===== src/rtl/sdram_bank_pkg.sv =====
package sdram_bank_pkg;

    localparam int NUM_BANKS = 4;
    localparam int BA_W      = $clog2(NUM_BANKS);

    typedef enum logic [2:0] {
        CMD_NOP,
        CMD_ACT,
        CMD_RD,
        CMD_WR,
        CMD_PRE,
        CMD_OTHER
    } cmd_e;

    typedef struct packed {
        cmd_e            kind;
        logic [BA_W-1:0] bank;
        logic            ap;
    } cmd_t;

    function automatic cmd_e decode_cmd(input logic r_n, input logic c_n, input logic w_n);
        case ({r_n, c_n, w_n})
            3'b111:  return CMD_NOP;
            3'b011:  return CMD_ACT;
            3'b101:  return CMD_RD;
            3'b100:  return CMD_WR;
            3'b010:  return CMD_PRE;
            default: return CMD_OTHER;
        endcase
    endfunction

    function automatic logic is_rw(input cmd_e k);
        return (k == CMD_RD) || (k == CMD_WR);
    endfunction

endpackage


===== src/rtl/sdram_cmd_decode.sv =====
module sdram_cmd_decode
    import sdram_bank_pkg::*;
#(
    parameter int ROW_W  = 11,
    parameter int AP_BIT = 10
) (
    input  logic             clk,
    input  logic             rst,
    input  logic             cs_n,
    input  logic             cke,
    input  logic             ras_n,
    input  logic             cas_n,
    input  logic             we_n,
    input  logic [BA_W-1:0]  ba,
    input  logic [ROW_W-1:0] addr,
    output cmd_t             cmd,
    output logic             run
);

    logic cke_q;

    always_ff @(posedge clk) begin
        if (rst) cke_q <= 1'b0;
        else     cke_q <= cke;
    end

    assign run = cke_q;

    always_comb begin
        cmd.kind = (cke_q && !cs_n) ? decode_cmd(ras_n, cas_n, we_n) : CMD_NOP;
        cmd.bank = ba;
        cmd.ap   = addr[AP_BIT];
    end

endmodule


===== src/rtl/sdram_burst_sched.sv =====
module sdram_burst_sched
    import sdram_bank_pkg::*;
#(
    parameter int BURST_LEN = 4
) (
    input  logic            clk,
    input  logic            rst,
    input  logic            run,
    input  logic            start,
    input  logic [BA_W-1:0] start_bank,
    output logic            live,
    output logic [BA_W-1:0] cur_bank,
    output logic            last_edge
);

    localparam int CNT_W = $clog2(BURST_LEN + 1);

    logic [CNT_W-1:0] remain;

    always_ff @(posedge clk) begin
        if (rst) begin
            remain   <= '0;
            cur_bank <= '0;
        end else if (run) begin
            if (start) begin
                remain   <= CNT_W'(BURST_LEN);
                cur_bank <= start_bank;
            end else if (remain != '0) begin
                remain <= remain - 1'b1;
            end
        end
    end

    assign live      = (remain != '0);
    assign last_edge = run && (remain == CNT_W'(1));

endmodule


===== src/rtl/sdram_bank_slice.sv =====
module sdram_bank_slice #(
    parameter int ROW_W = 11
) (
    input  logic             clk,
    input  logic             rst,
    input  logic             act_set,
    input  logic [ROW_W-1:0] row_in,
    input  logic             pre_clr,
    input  logic             ap_set,
    input  logic             auto_end,
    output logic             active,
    output logic [ROW_W-1:0] row,
    output logic             pend
);

    always_ff @(posedge clk) begin
        if (rst) begin
            active <= 1'b0;
            row    <= '0;
            pend   <= 1'b0;
        end else begin
            if (act_set) begin
                active <= 1'b1;
                row    <= row_in;
            end
            if (pre_clr || (auto_end && pend)) begin
                active <= 1'b0;
                pend   <= 1'b0;
            end else if (ap_set) begin
                pend <= 1'b1;
            end
        end
    end

endmodule


===== src/rtl/sdram_bank_tracker.sv =====
module sdram_bank_tracker
    import sdram_bank_pkg::*;
#(
    parameter int ROW_W     = 11,
    parameter int AP_BIT    = 10,
    parameter int BURST_LEN = 4
) (
    input  logic                            clk,
    input  logic                            rst,
    input  logic                            cs_n,
    input  logic                            cke,
    input  logic                            ras_n,
    input  logic                            cas_n,
    input  logic                            we_n,
    input  logic [BA_W-1:0]                 ba,
    input  logic [ROW_W-1:0]                addr,
    output logic [NUM_BANKS-1:0]            bank_active,
    output logic [NUM_BANKS-1:0][ROW_W-1:0] open_row,
    output logic                            cmd_err
);

    cmd_t                  cmd;
    logic                  run;
    logic                  live;
    logic [BA_W-1:0]       cur_bank;
    logic                  last_edge;
    logic [NUM_BANKS-1:0]  pend;
    logic                  ap_busy;
    logic                  rw_ok;
    logic                  err_d;

    sdram_cmd_decode #(.ROW_W(ROW_W), .AP_BIT(AP_BIT)) u_dec (
        .clk   (clk),
        .rst   (rst),
        .cs_n  (cs_n),
        .cke   (cke),
        .ras_n (ras_n),
        .cas_n (cas_n),
        .we_n  (we_n),
        .ba    (ba),
        .addr  (addr),
        .cmd   (cmd),
        .run   (run)
    );

    assign ap_busy = live && pend[cur_bank];
    assign rw_ok   = is_rw(cmd.kind) && bank_active[cmd.bank] && !ap_busy;
    assign err_d   = ((cmd.kind == CMD_ACT) && bank_active[cmd.bank])
                   || (is_rw(cmd.kind) && !rw_ok);

    sdram_burst_sched #(.BURST_LEN(BURST_LEN)) u_sched (
        .clk        (clk),
        .rst        (rst),
        .run        (run),
        .start      (rw_ok),
        .start_bank (cmd.bank),
        .live       (live),
        .cur_bank   (cur_bank),
        .last_edge  (last_edge)
    );

    for (genvar i = 0; i < NUM_BANKS; i++) begin : g_bank
        logic hit;
        assign hit = (cmd.bank == BA_W'(i));

        sdram_bank_slice #(.ROW_W(ROW_W)) u_slice (
            .clk      (clk),
            .rst      (rst),
            .act_set  (hit && (cmd.kind == CMD_ACT) && !bank_active[i]),
            .row_in   (addr),
            .pre_clr  (hit && (cmd.kind == CMD_PRE)),
            .ap_set   (hit && rw_ok && cmd.ap),
            .auto_end (last_edge && (cur_bank == BA_W'(i))),
            .active   (bank_active[i]),
            .row      (open_row[i]),
            .pend     (pend[i])
        );
    end

    always_ff @(posedge clk) begin
        if (rst) cmd_err <= 1'b0;
        else     cmd_err <= err_d;
    end

endmodule


===== config.mk =====
export PLATFORM = sky130hd
export DESIGN_NAME = sdram_bank_tracker
export DESIGN_NICKNAME = d
export VERILOG_FILES = /design/src/rtl/sdram_bank_pkg.sv /design/src/rtl/sdram_cmd_decode.sv /design/src/rtl/sdram_burst_sched.sv /design/src/rtl/sdram_bank_slice.sv /design/src/rtl/sdram_bank_tracker.sv
export SDC_FILE = /design/constraint.sdc
export NUM_CORES = 1
export LEC_CHECK = 0
export BUFFER_PORTS_ARGS = -buffer_cell sky130_fd_sc_hd__buf_2
export CAP_MARGIN = 20
export CORE_AREA = 2 2 70 72
export DETAILED_ROUTE_END_ITERATION = 6
export DIE_AREA = 0 0 72 74
export HOLD_SLACK_MARGIN = 0.02
export PLACE_DENSITY = 0.91
export SLEW_MARGIN = 25
export SYNTH_ARGS = -nofsm -noshare
export SYNTH_HDL_FRONTEND = slang
export SYNTH_SLANG_ARGS = --single-unit

===== constraint.sdc =====
create_clock -name clk -period 2.57 [get_ports clk]
set_input_delay 0.1285 -clock clk [delete_from_list [all_inputs] [get_ports clk]]
set_output_delay 0.1285 -clock clk [all_outputs]
set_load 0.01 [all_outputs]

; ---- Yosys cells after proc, flatten, opt, wreduce, memory -nomap -nowiden
; Cells that the tools add are included.
[word_totals]
register_bits = 59
input_bits = 20
out_inout_bits = 49
wordCells = 101
[classes]
n_addsub = 1
order_cmp = 2
eq_ne = 16
muxes = 8
n_reduce_logical = 58
[op_table]
columns = op, n
row1 = $logic_and 1x1->1, 35
row2 = $pmux 3 s5, 1
row3 = $eq 3x2->1 const B, 4
row4 = $eq 3x3->1 const B, 4
row5 = $mux 3, 3
row6 = $eq 2x2->1 const B, 4
row7 = $reduce_or 2->1, 4
row8 = $logic_not 1->1, 7
row9 = $eq 3x1->1 const B, 2
row10 = $logic_or 1x1->1, 6
row11 = $lt 2x3->1 const B, 2
row12 = $bmux 1 s2, 2
row13 = $eq 2x1->1 const B, 2
row14 = $logic_not 2->1, 2
row15 = $reduce_and 2->1, 2
row16 = $reduce_bool 3->1, 1
row17 = $sub 3x1->3 const B, 1
row18 = $mux 1, 2
row19 = $reduce_bool 2->1, 1

; ---- Depth between registers and ports, before layout
; Gate-level depths: netlist (run 1).
[logic_depth]
ltp_word = 10
depth_mapped = 6
ltp_nobuf = 6

; ---- By module
; From an unflattened synthesis (run 1), not the netlist that was laid out.
[unflattened]
cells_unflattened = 238
hier_area_um2 = 2418.6
[by_module_without_submodules]
columns = mod, n_inst, cells_per_inst, area_each_um2, seq_area_each_um2
row1 = sdram_bank_slice, 4, 40, 450.4, 260.2
row2 = sdram_burst_sched, 1, 33, 264.0, 100.1
row3 = sdram_bank_tracker, 1, 34, 250.2, 20.0
row4 = sdram_cmd_decode, 1, 11, 102.6, 20.0

; ---- Worst setup path after synthesis (run 1)
; Ideal clock, no wire load.
[synth_path]
path_kind = register to register
start = reg u_sched.cur_bank[0]
end = reg g_bank[0].u_slice.pend
setup_time_ps = 70
arrival_ps = 1593
t_required_ps = 2500
path_slack_ps = 907
path_stages_with_launch = 5
path_buffers = 0
synth_period_minus_slack_ps = 1663
cell_sequence = dfxtp_1 > mux4_2 > and2_0 > or3_1 > a21oi_1
[synth_via]
elab_chain_cells = 7
elab_cells_between_ends = 12
cone_classes = mux (2) / reduce/logical (10)
[synth_lines]
columns = item, line
row1 = start: declaration, sdram_burst_sched.sv:12  ; output logic [BA_W-1:0] cur_bank,
row2 = start signal: assignment, sdram_burst_sched.sv:27  ; cur_bank <= start_bank;
row3 = $bmux 1 s2, sdram_bank_tracker.sv:46  ; assign ap_busy = live && pend[cur_bank];
row4 = $mux 1 (implied by the code), sdram_bank_tracker.sv:46
row5 = $logic_and 1x1->1, sdram_bank_tracker.sv:46
row6 = $logic_not 1->1, sdram_bank_tracker.sv:47  ; assign rw_ok = is_rw(cmd.kind) && bank_active[cmd.bank] && !ap_busy;
row7 = $logic_and 1x1->1, sdram_bank_tracker.sv:47
row8 = $logic_and 1x1->1 (2 in a row), sdram_bank_tracker.sv:72  ; .ap_set (hit && rw_ok && cmd.ap),
row9 = end signal: assignment, sdram_bank_slice.sv:20  ; pend <= 1'b0;
row10 = end signal: assignment, sdram_bank_slice.sv:28  ; pend <= 1'b0;
row11 = end signal: assignment, sdram_bank_slice.sv:30  ; pend <= 1'b1;
row12 = end: declaration, sdram_bank_slice.sv:13  ; output logic pend
; Parallel ways exist; a longest one is shown, timed or not. The select of a mux whose other input is x is not followed.
; A chain may end at the register's enable or synchronous reset.

; ---- Worst setup path after layout (run 1)
[layout_path]
start = reg u_dec.cke_q (netlist: u_dec.run)
end = reg g_bank[1].u_slice.row[5]
[layout_via]
elab_chain_cells = 5
[layout_lines]
columns = item, line
row1 = start: declaration, sdram_cmd_decode.sv:20  ; logic cke_q;
row2 = start signal: assignment, sdram_cmd_decode.sv:24  ; else cke_q <= cke;
row3 = $logic_and 1x1->1, sdram_cmd_decode.sv:30  ; cmd.kind = (cke_q && !cs_n) ? decode_cmd(ras_n, cas_n, we_n) : CMD_NOP;
row4 = $mux 3, sdram_cmd_decode.sv:30
row5 = $eq 3x1->1, sdram_bank_tracker.sv:69  ; .act_set (hit && (cmd.kind == CMD_ACT) && !bank_active[i]),
row6 = $logic_and 1x1->1 (2 in a row), sdram_bank_tracker.sv:69
row7 = end signal: assignment, sdram_bank_slice.sv:24  ; row <= row_in;
row8 = end: declaration, sdram_bank_slice.sv:12  ; output logic [ROW_W-1:0] row,
; Every way passes these cells.

==> run_results.csv, run 1 <==
group,metric,value,unit
placed_design,gp_congestion,0.9094,
route,totalWireLength,5642,um
sta,hold_violations,0,
global_route,grt_pass1_vias,1996,
min_path,min_delay_worst_endpoint,"u_dec.run$_SDFF_PP0_",
synthesis,synth-xor-area-share,0,%
global_route,use_met1,26.90,%
setup_path,path_cells,"nand4bb_2 -> or4_1 -> mux2i_1 -> nor2_1",
route,num_vias,2011,
floorplan,start_util,52.79,%
layout,layout_commonest_cell,"buf_2",
clocking,numCtsBuffers,9,
clocking,post_cts_buffers,0,
synthesis,ys_seq_area_share,48.66,%
synthesis,synth.distinct_cells,35,
global_route,grt_antenna_before_repair,0,
status,status,"complete, no violations",
setup_path,crit_required,2.77,ns
power_and_ir_drop,clkPwrFrac,46.7,%
setup_path,r2r_start,"u_dec.run$_SDFF_PP0_",
floorplan,dieHeight,74,um
layout,num-nets-final,331,
setup_path,worstPathArrival,2.26,ns
floorplan,fp.dieArea,5328,um^2
layout,diodes,0,
power_and_ir_drop,swShare,22.08,%
synthesis,syn_inst,244,
synthesis,yosys_warnings,0,
setup_path,cp-end-kind,"register",
sta,rsz0062_at_grt,"false",
synthesis,synth-main-ff-cell,"dfxtp_1",
global_route,grt_pass1_wl,9183,um
power_and_ir_drop,power.internal,1.446,mW
sta,finClkSkew,0.01024,ns
layout,areaGrowthSynthToFinish,21.49,%
clocking,cts_tree,"done",
clocking,cts_max_level,3,
global_route,top_usage_layer,"met2",
setup_path,start_kind,"register",
sta,tightest_slew,0.7169,ns
synthesis,synth.avg_cell_area,9.948,um^2
route,drtPass1Iterations,4,
clocking,clockBufferDepth,2,
setup_path,cp-startpoint,"u_dec.run$_SDFF_PP0_",
floorplan,rows,25,
global_route,overflow,0,
layout,postLayoutCellArea,2949,um^2
clocking,clockRootBuffer,"clkbuf_8",
clocking,clk_pin_slew_worst_paths,0.07,ns
placed_design,dpl_cell_area,2744,um^2
synthesis,synth_top_family_by_area,"multiplexers",
setup_path,crit_buf_inv,0,
layout,drive_above_1_share,28.75,%
clocking,cts.sinks,59,
route,post_drt_via_cell_ratio,5.480,
setup_path,cp_slowest_cell,"or4_1",
sta,setup_tns,0,ns
setup_path,reg2reg_slack,0.51,ns
global_route,grt_start_max_net_pins,48,
synthesis,ys_ff_latch,59,
run,cap_violations,0,
global_route,grt.total_usage,22.48,%
sta,fmaxAchievable,484.3,MHz
min_path,hp-start,"cke",
setup_path,path_class,"register to register",
setup_path,critical_path.top_delay_family,"simple AND/OR/NAND/NOR gates",
floorplan,coreArea,4598,um^2
route,remaining_drc_errors,0,
power_and_ir_drop,combPwrFrac,3.7,%
synthesis,synth_compound_area_share,5.103,%
setup_path,cp_slowest_stage_delay,0.86,ns
sta,whs,0.03909,ns
synthesis,synthMuxAreaShare,20.82,%
clocking,ctsHoldBuffers,0,
synthesis,synth_edf_count,0,
route,ant_nets,0,
route,wire_per_inst,15.37,um
sta,period_share,80.35,%
synthesis,async_reset_ff_share,0,%
power_and_ir_drop,p_switching,0.4097,mW
placed_design,port_buffers,68,
synthesis,synth.net_count,267,
synthesis,synth_adder_area_share,1.546,%
power_and_ir_drop,p_leak,1.591,nW
placed_design,hpwl,3898,um
synthesis,synth-simple-area-share,18.09,%
floorplan,ios,69,
setup_path,cp_max_fo,12,
setup_path,r2r-end,"g_bank[1].u_slice.row[5]$_SDFFE_PP0P_",
power_and_ir_drop,power,1.856,mW
clocking,clk_latency,0.33,ns
power_and_ir_drop,p_seq_share,49.6,%
global_route,grt_util_met2,35.19,%
clocking,cts_resized,0,
route,first_iter_violations,234,
global_route,met3_usage,10.70,%
synthesis,synth_area,2427,um^2
floorplan,die_w,72,um
power_and_ir_drop,vdd_ir_drop_max,0.4968,mV
sta,slew-limit-headroom,52.21,%
power_and_ir_drop,pwr_density_cell,629.2,nW/um^2
sta,slew_violations,0,
setup_path,reg2reg_depth,4,
min_path,hold_path.class,"input port to register",
sta,setup_viol_count_final,0,
min_path,holdPathStages,2,
layout,final_cell_mix,"buf_2, dfxtp_1, nor2_1",
sta,fin_crit,2.065,ns
==> power groups by stage <==
| stage | Sequential [mW] | Combinational (mW) | Clock, mW |
|---|---|---|---|
| floorplan | 0.941 | 0.0325 | 0 |
| global placement | 0.940 | 0.0667 | 0 |
| detailed placement | 0.940 | 0.0682 | 0 |
| CTS | 0.920 | 0.0688 | 0.878 |
| global route | 0.920 | 0.0763 | 0.917 |
| finish | 0.920 | 0.0695 | 0.866 |
==> per-stage QoR <==
step	std cells	setup WS [ns]	util, %
2_1_floorplan	244	0.9075	-
3_3_place_gp	351	0.6477	59.67
3_5_place_dp	351	0.5701	59.67
4_1_cts	367	0.5464	64.14
5_1_grt	367	0.4116	64.14
6_report	367	0.5051	64.14
==> routing by layer <==
metal,part of all wire [%],up-vias
li1,-,959
met1,41,965
met2,49,83
met3,9.2,4
met4,0.35,0
met5,0,-
==> how the worst max path moves through the flow <==
| stage | end | slack [ns] | cells after the start |
|---|---|---|---|
| global placement | g_bank[3].u_slice.row[6]$_SDFFE_PP0P_ | 0.65 | 4 |
| detailed placement | g_bank[1].u_slice.row[0]$_SDFFE_PP0P_ | 0.57 | 4 |
| CTS | g_bank[1].u_slice.row[5]$_SDFFE_PP0P_ | 0.55 | 4 |
| global route | g_bank[2].u_slice.row[1]$_SDFFE_PP0P_ | 0.41 | 4 |
| floorplan | g_bank[0].u_slice.pend$_SDFFE_PP0P_ | 0.91 | 4 |
| finish | g_bank[1].u_slice.row[5]$_SDFFE_PP0P_ | 0.51 | 4 |
==> Yosys cell counts (all sizes together), types with 4 or more instances <==
cell type   n  area, um^2
nand2      13       48.80
o21ai       4       20.02
dfxtp      59        1181
nor4b       4       35.03
buf        11       83.83
a21oi       4       20.02
nor3        5       25.02
mux2i      46       460.4
nor2       48       180.2
clkbuf      6       22.52
inv         9       33.78
==> area by class of cell <==
class / count / area [um^2]
fillers: 349 / 1649
clock buffers: 13 / 158.9
inverters: 9 / 33.78
multi-input cells: 159 / 1106
well taps: 54 / 67.56
clock inverters: 3 / 46.29
repair buffers: 70 / 355.3
flip-flops and latches: 59 / 1181
==> registers in the layout (all words and copies together), names as in the netlist <==
name / cells
cmd_err: 1
g_bank.u_slice.active: 4
g_bank.u_slice.pend: 4
g_bank.u_slice.row: 44
u_dec.run: 1
u_sched.cur_bank: 2
u_sched.remain: 3
==> worst reg2reg max path: cells and delay by family (launching register included) <==
| kind | cells | cell delay (ns) |
|---|---|---|
| and+or+nand+nor | 3 | 1.16 |
| muxes | 1 | 0.30 |
| DFF | 1 | 0.47 |
==> kinds of logic after synthesis <==
group	count (synthesis)
flip-flops	59
AO/OA/AOI/OAI	19
AND/OR/NAND/NOR	89
buffers and inverters	26
multiplexers	48
adder cells (fa/ha/maj)	3
(Power assumes the default switching activity.)
==> run 2, diff against run 1 <==
Settings changed: CORE_AREA 2 2 70 72 to 2 2 76 78, DIE_AREA 0 0 72 74 to 0 0 78 80, PLACE_DENSITY 0.91 to 0.83.
Clock period 2.57 ns to 1.7 ns, I/O delays scaled along.
==> run 2 against run 1 <==
  * Clock power grew 47%
  * Clock-buffer cell count shrank 4
  * Highest routed layer unchanged
  * Register-to-register slack lost 0.44 ns
==> run_results.csv, run 2 (synthesized netlist as in run 1, its figures left out) <==
group,metric,value,unit
setup_path,path_class,"register to register",
sta,tightest_slew,0.3326,ns
route,remaining_drc_errors,0,
layout,areaGrowthSynthToFinish,29.23,%
global_route,grt_start_max_net_pins,25,
layout,diodes,0,
setup_path,start_kind,"register",
setup_path,path_depth,5,
layout,top_regs,"g_bank.u_slice.row x44, g_bank.u_slice.active x4, g_bank.u_slice.pend x4",
clocking,clockBufferDepth,2,
setup_path,reg2reg_depth,5,
power_and_ir_drop,power,2.787,mW
floorplan,start_util,44.91,%
power_and_ir_drop,p_leak,1.672,nW
setup_path,cp-end-kind,"register",
placed_design,place_inst,379,
setup_path,cp_slowest_cell,"or4_1",
route,drtPass1Iterations,4,
floorplan,die_w,78,um
route,wire_per_inst,13.70,um
clocking,cts.sinks,59,
setup_path,critical_path.top_delay_family,"simple AND/OR/NAND/NOR gates",
layout,final_cells,402,
sta,period_share,95.89,%
sta,slew-limit-headroom,77.83,%
global_route,grt_pass1_wl,8942,um
placed_design,gp_congestion,0.8533,
setup_path,crit_buf_inv,1,
floorplan,fp.dieArea,6240,um^2
clocking,cts_tree,"done",
sta,rsz0062_at_grt,"false",
layout,layout_commonest_cell,"buf_2",
power_and_ir_drop,vdd_ir_drop_max,0.7345,mV
layout,final_cell_mix,"buf_2, dfxtp_1, nor2_1",
layout,top_register,"g_bank.u_slice.row",
floorplan,rows,27,
clocking,cts_max_level,3,
layout,postLayoutCellArea,3137,um^2
clocking,clk_latency,0.34,ns
sta,worst_slack,0.06981,ns
sta,setup_viol_count_final,0,
sta,hold_violations,0,
global_route,overflow,0,
floorplan,coreArea,5405,um^2
setup_path,path_cells,"nand4bb_4 -> or4_1 -> buf_4 -> mux2i_1 -> nor2_1",
setup_path,cp_max_fo,8,
power_and_ir_drop,pwr_density_cell,888.4,nW/um^2
route,first_iter_violations,114,
min_path,hold_path.class,"input port to register",
sta,slew_violations,0,
route,post_drt_via_cell_ratio,5.035,
route,num_vias,2024,
placed_design,hpwl,3967,um
layout,largest_reg_flops,44,
run,cap_violations,0,
floorplan,dieHeight,80,um
clocking,post_cts_buffers,0,
global_route,grt_antenna_before_repair,0,
placed_design,place_ws,-0.0004474,ns
global_route,grt_pass1_vias,1933,
setup_path,cp_slowest_stage_delay,0.53,ns
route,ant_nets,0,
layout,num-nets-final,348,
clocking,numCtsBuffers,9,
clocking,clockRootBuffer,"clkbuf_8",
layout,fill_cells,475,
sta,fmaxAchievable,613.4,MHz
sta,finClkSkew,0.007151,ns
clocking,clk_pin_slew_worst_paths,0.07,ns
layout,drive_above_1_share,32.12,%
route,totalWireLength,5509,um
status,status,"complete, no violations",
global_route,grt.total_usage,18.51,%
min_path,holdPathStages,3,
placed_design,port_buffers,68,
floorplan,ios,69,
setup_path,crit_required,1.92,ns
placed_design,dpl_cell_area,2841,um^2
setup_path,worstPathArrival,1.85,ns
sta,fin_crit,1.630,ns
[run 2: power by group]
group	internal [mW]	switching (mW)
combinational	0.0544	0.0705
sequential	1.39	0.00274
clock	0.685	0.588
total	2.13	0.661
[run 2: layout make-up]
| type | count | area (um^2) | area share, % |
|---|---|---|---|
| Sequential cell | 59 | 1182 | 37.69 |
| Multi-Input combinational cell | 159 | 1130 | 36.02 |
| Tap cell | 72 | 90.09 | 2.872 |
| Clock buffer | 9 | 123.9 | 3.949 |
| Inverter | 9 | 33.78 | 1.077 |
| Timing Repair Buffer | 87 | 500.5 | 15.96 |
| Clock inverter | 7 | 76.32 | 2.433 |
[run 2: path summary, 6_finish.rpt]
kind,slack [ns],to,from
worst min register to register,0.46,u_sched.remain[1]$_SDFFE_PP0P_,u_sched.remain[1]$_SDFFE_PP0P_
worst min-delay path,0.04,g_bank[2].u_slice.row[1]$_SDFFE_PP0P_,addr[1]
worst max-delay path,0.07,g_bank[3].u_slice.row[3]$_SDFFE_PP0P_,u_dec.run$_SDFF_PP0_
worst max register to register,0.07,g_bank[3].u_slice.row[3]$_SDFFE_PP0P_,u_dec.run$_SDFF_PP0_
[run 2: stage by stage]
stage	utilization [%]	TNS (ns)	hold slack, ns
floorplan	-	0	0.2132
global placement	52.57	0	0.3014
detailed placement	52.57	-0.0004474	0.3030
CTS	57.57	0	0.02180
global route	58.03	0	0.02786
finish	58.03	0	0.03627
[run 2: tightest hold or removal path: stages]
cell,delay (ns)
buf_2,0.12
mux2i_1,0.07
nor2_1,0.07
[run 2: layer usage]
layer | global-route usage [%] | part of all wire, % | vias to the layer above
met1 | 21.99 | 43 | 957
met2 | 29.66 | 48 | 60
met4 | 7.018 | 1.2 | 0
met5 | 0 | 0 | -
li1 | - | - | 999
met3 | 8.032 | 8.2 | 8
[run 2: timing repair]
action / 4_1_cts / 5_1_grt
setup endpoints to repair: 1 / 13
hold buffers: 7 / 0
gates resized for setup: 1 / 6
hold endpoints to repair: 8 / 0
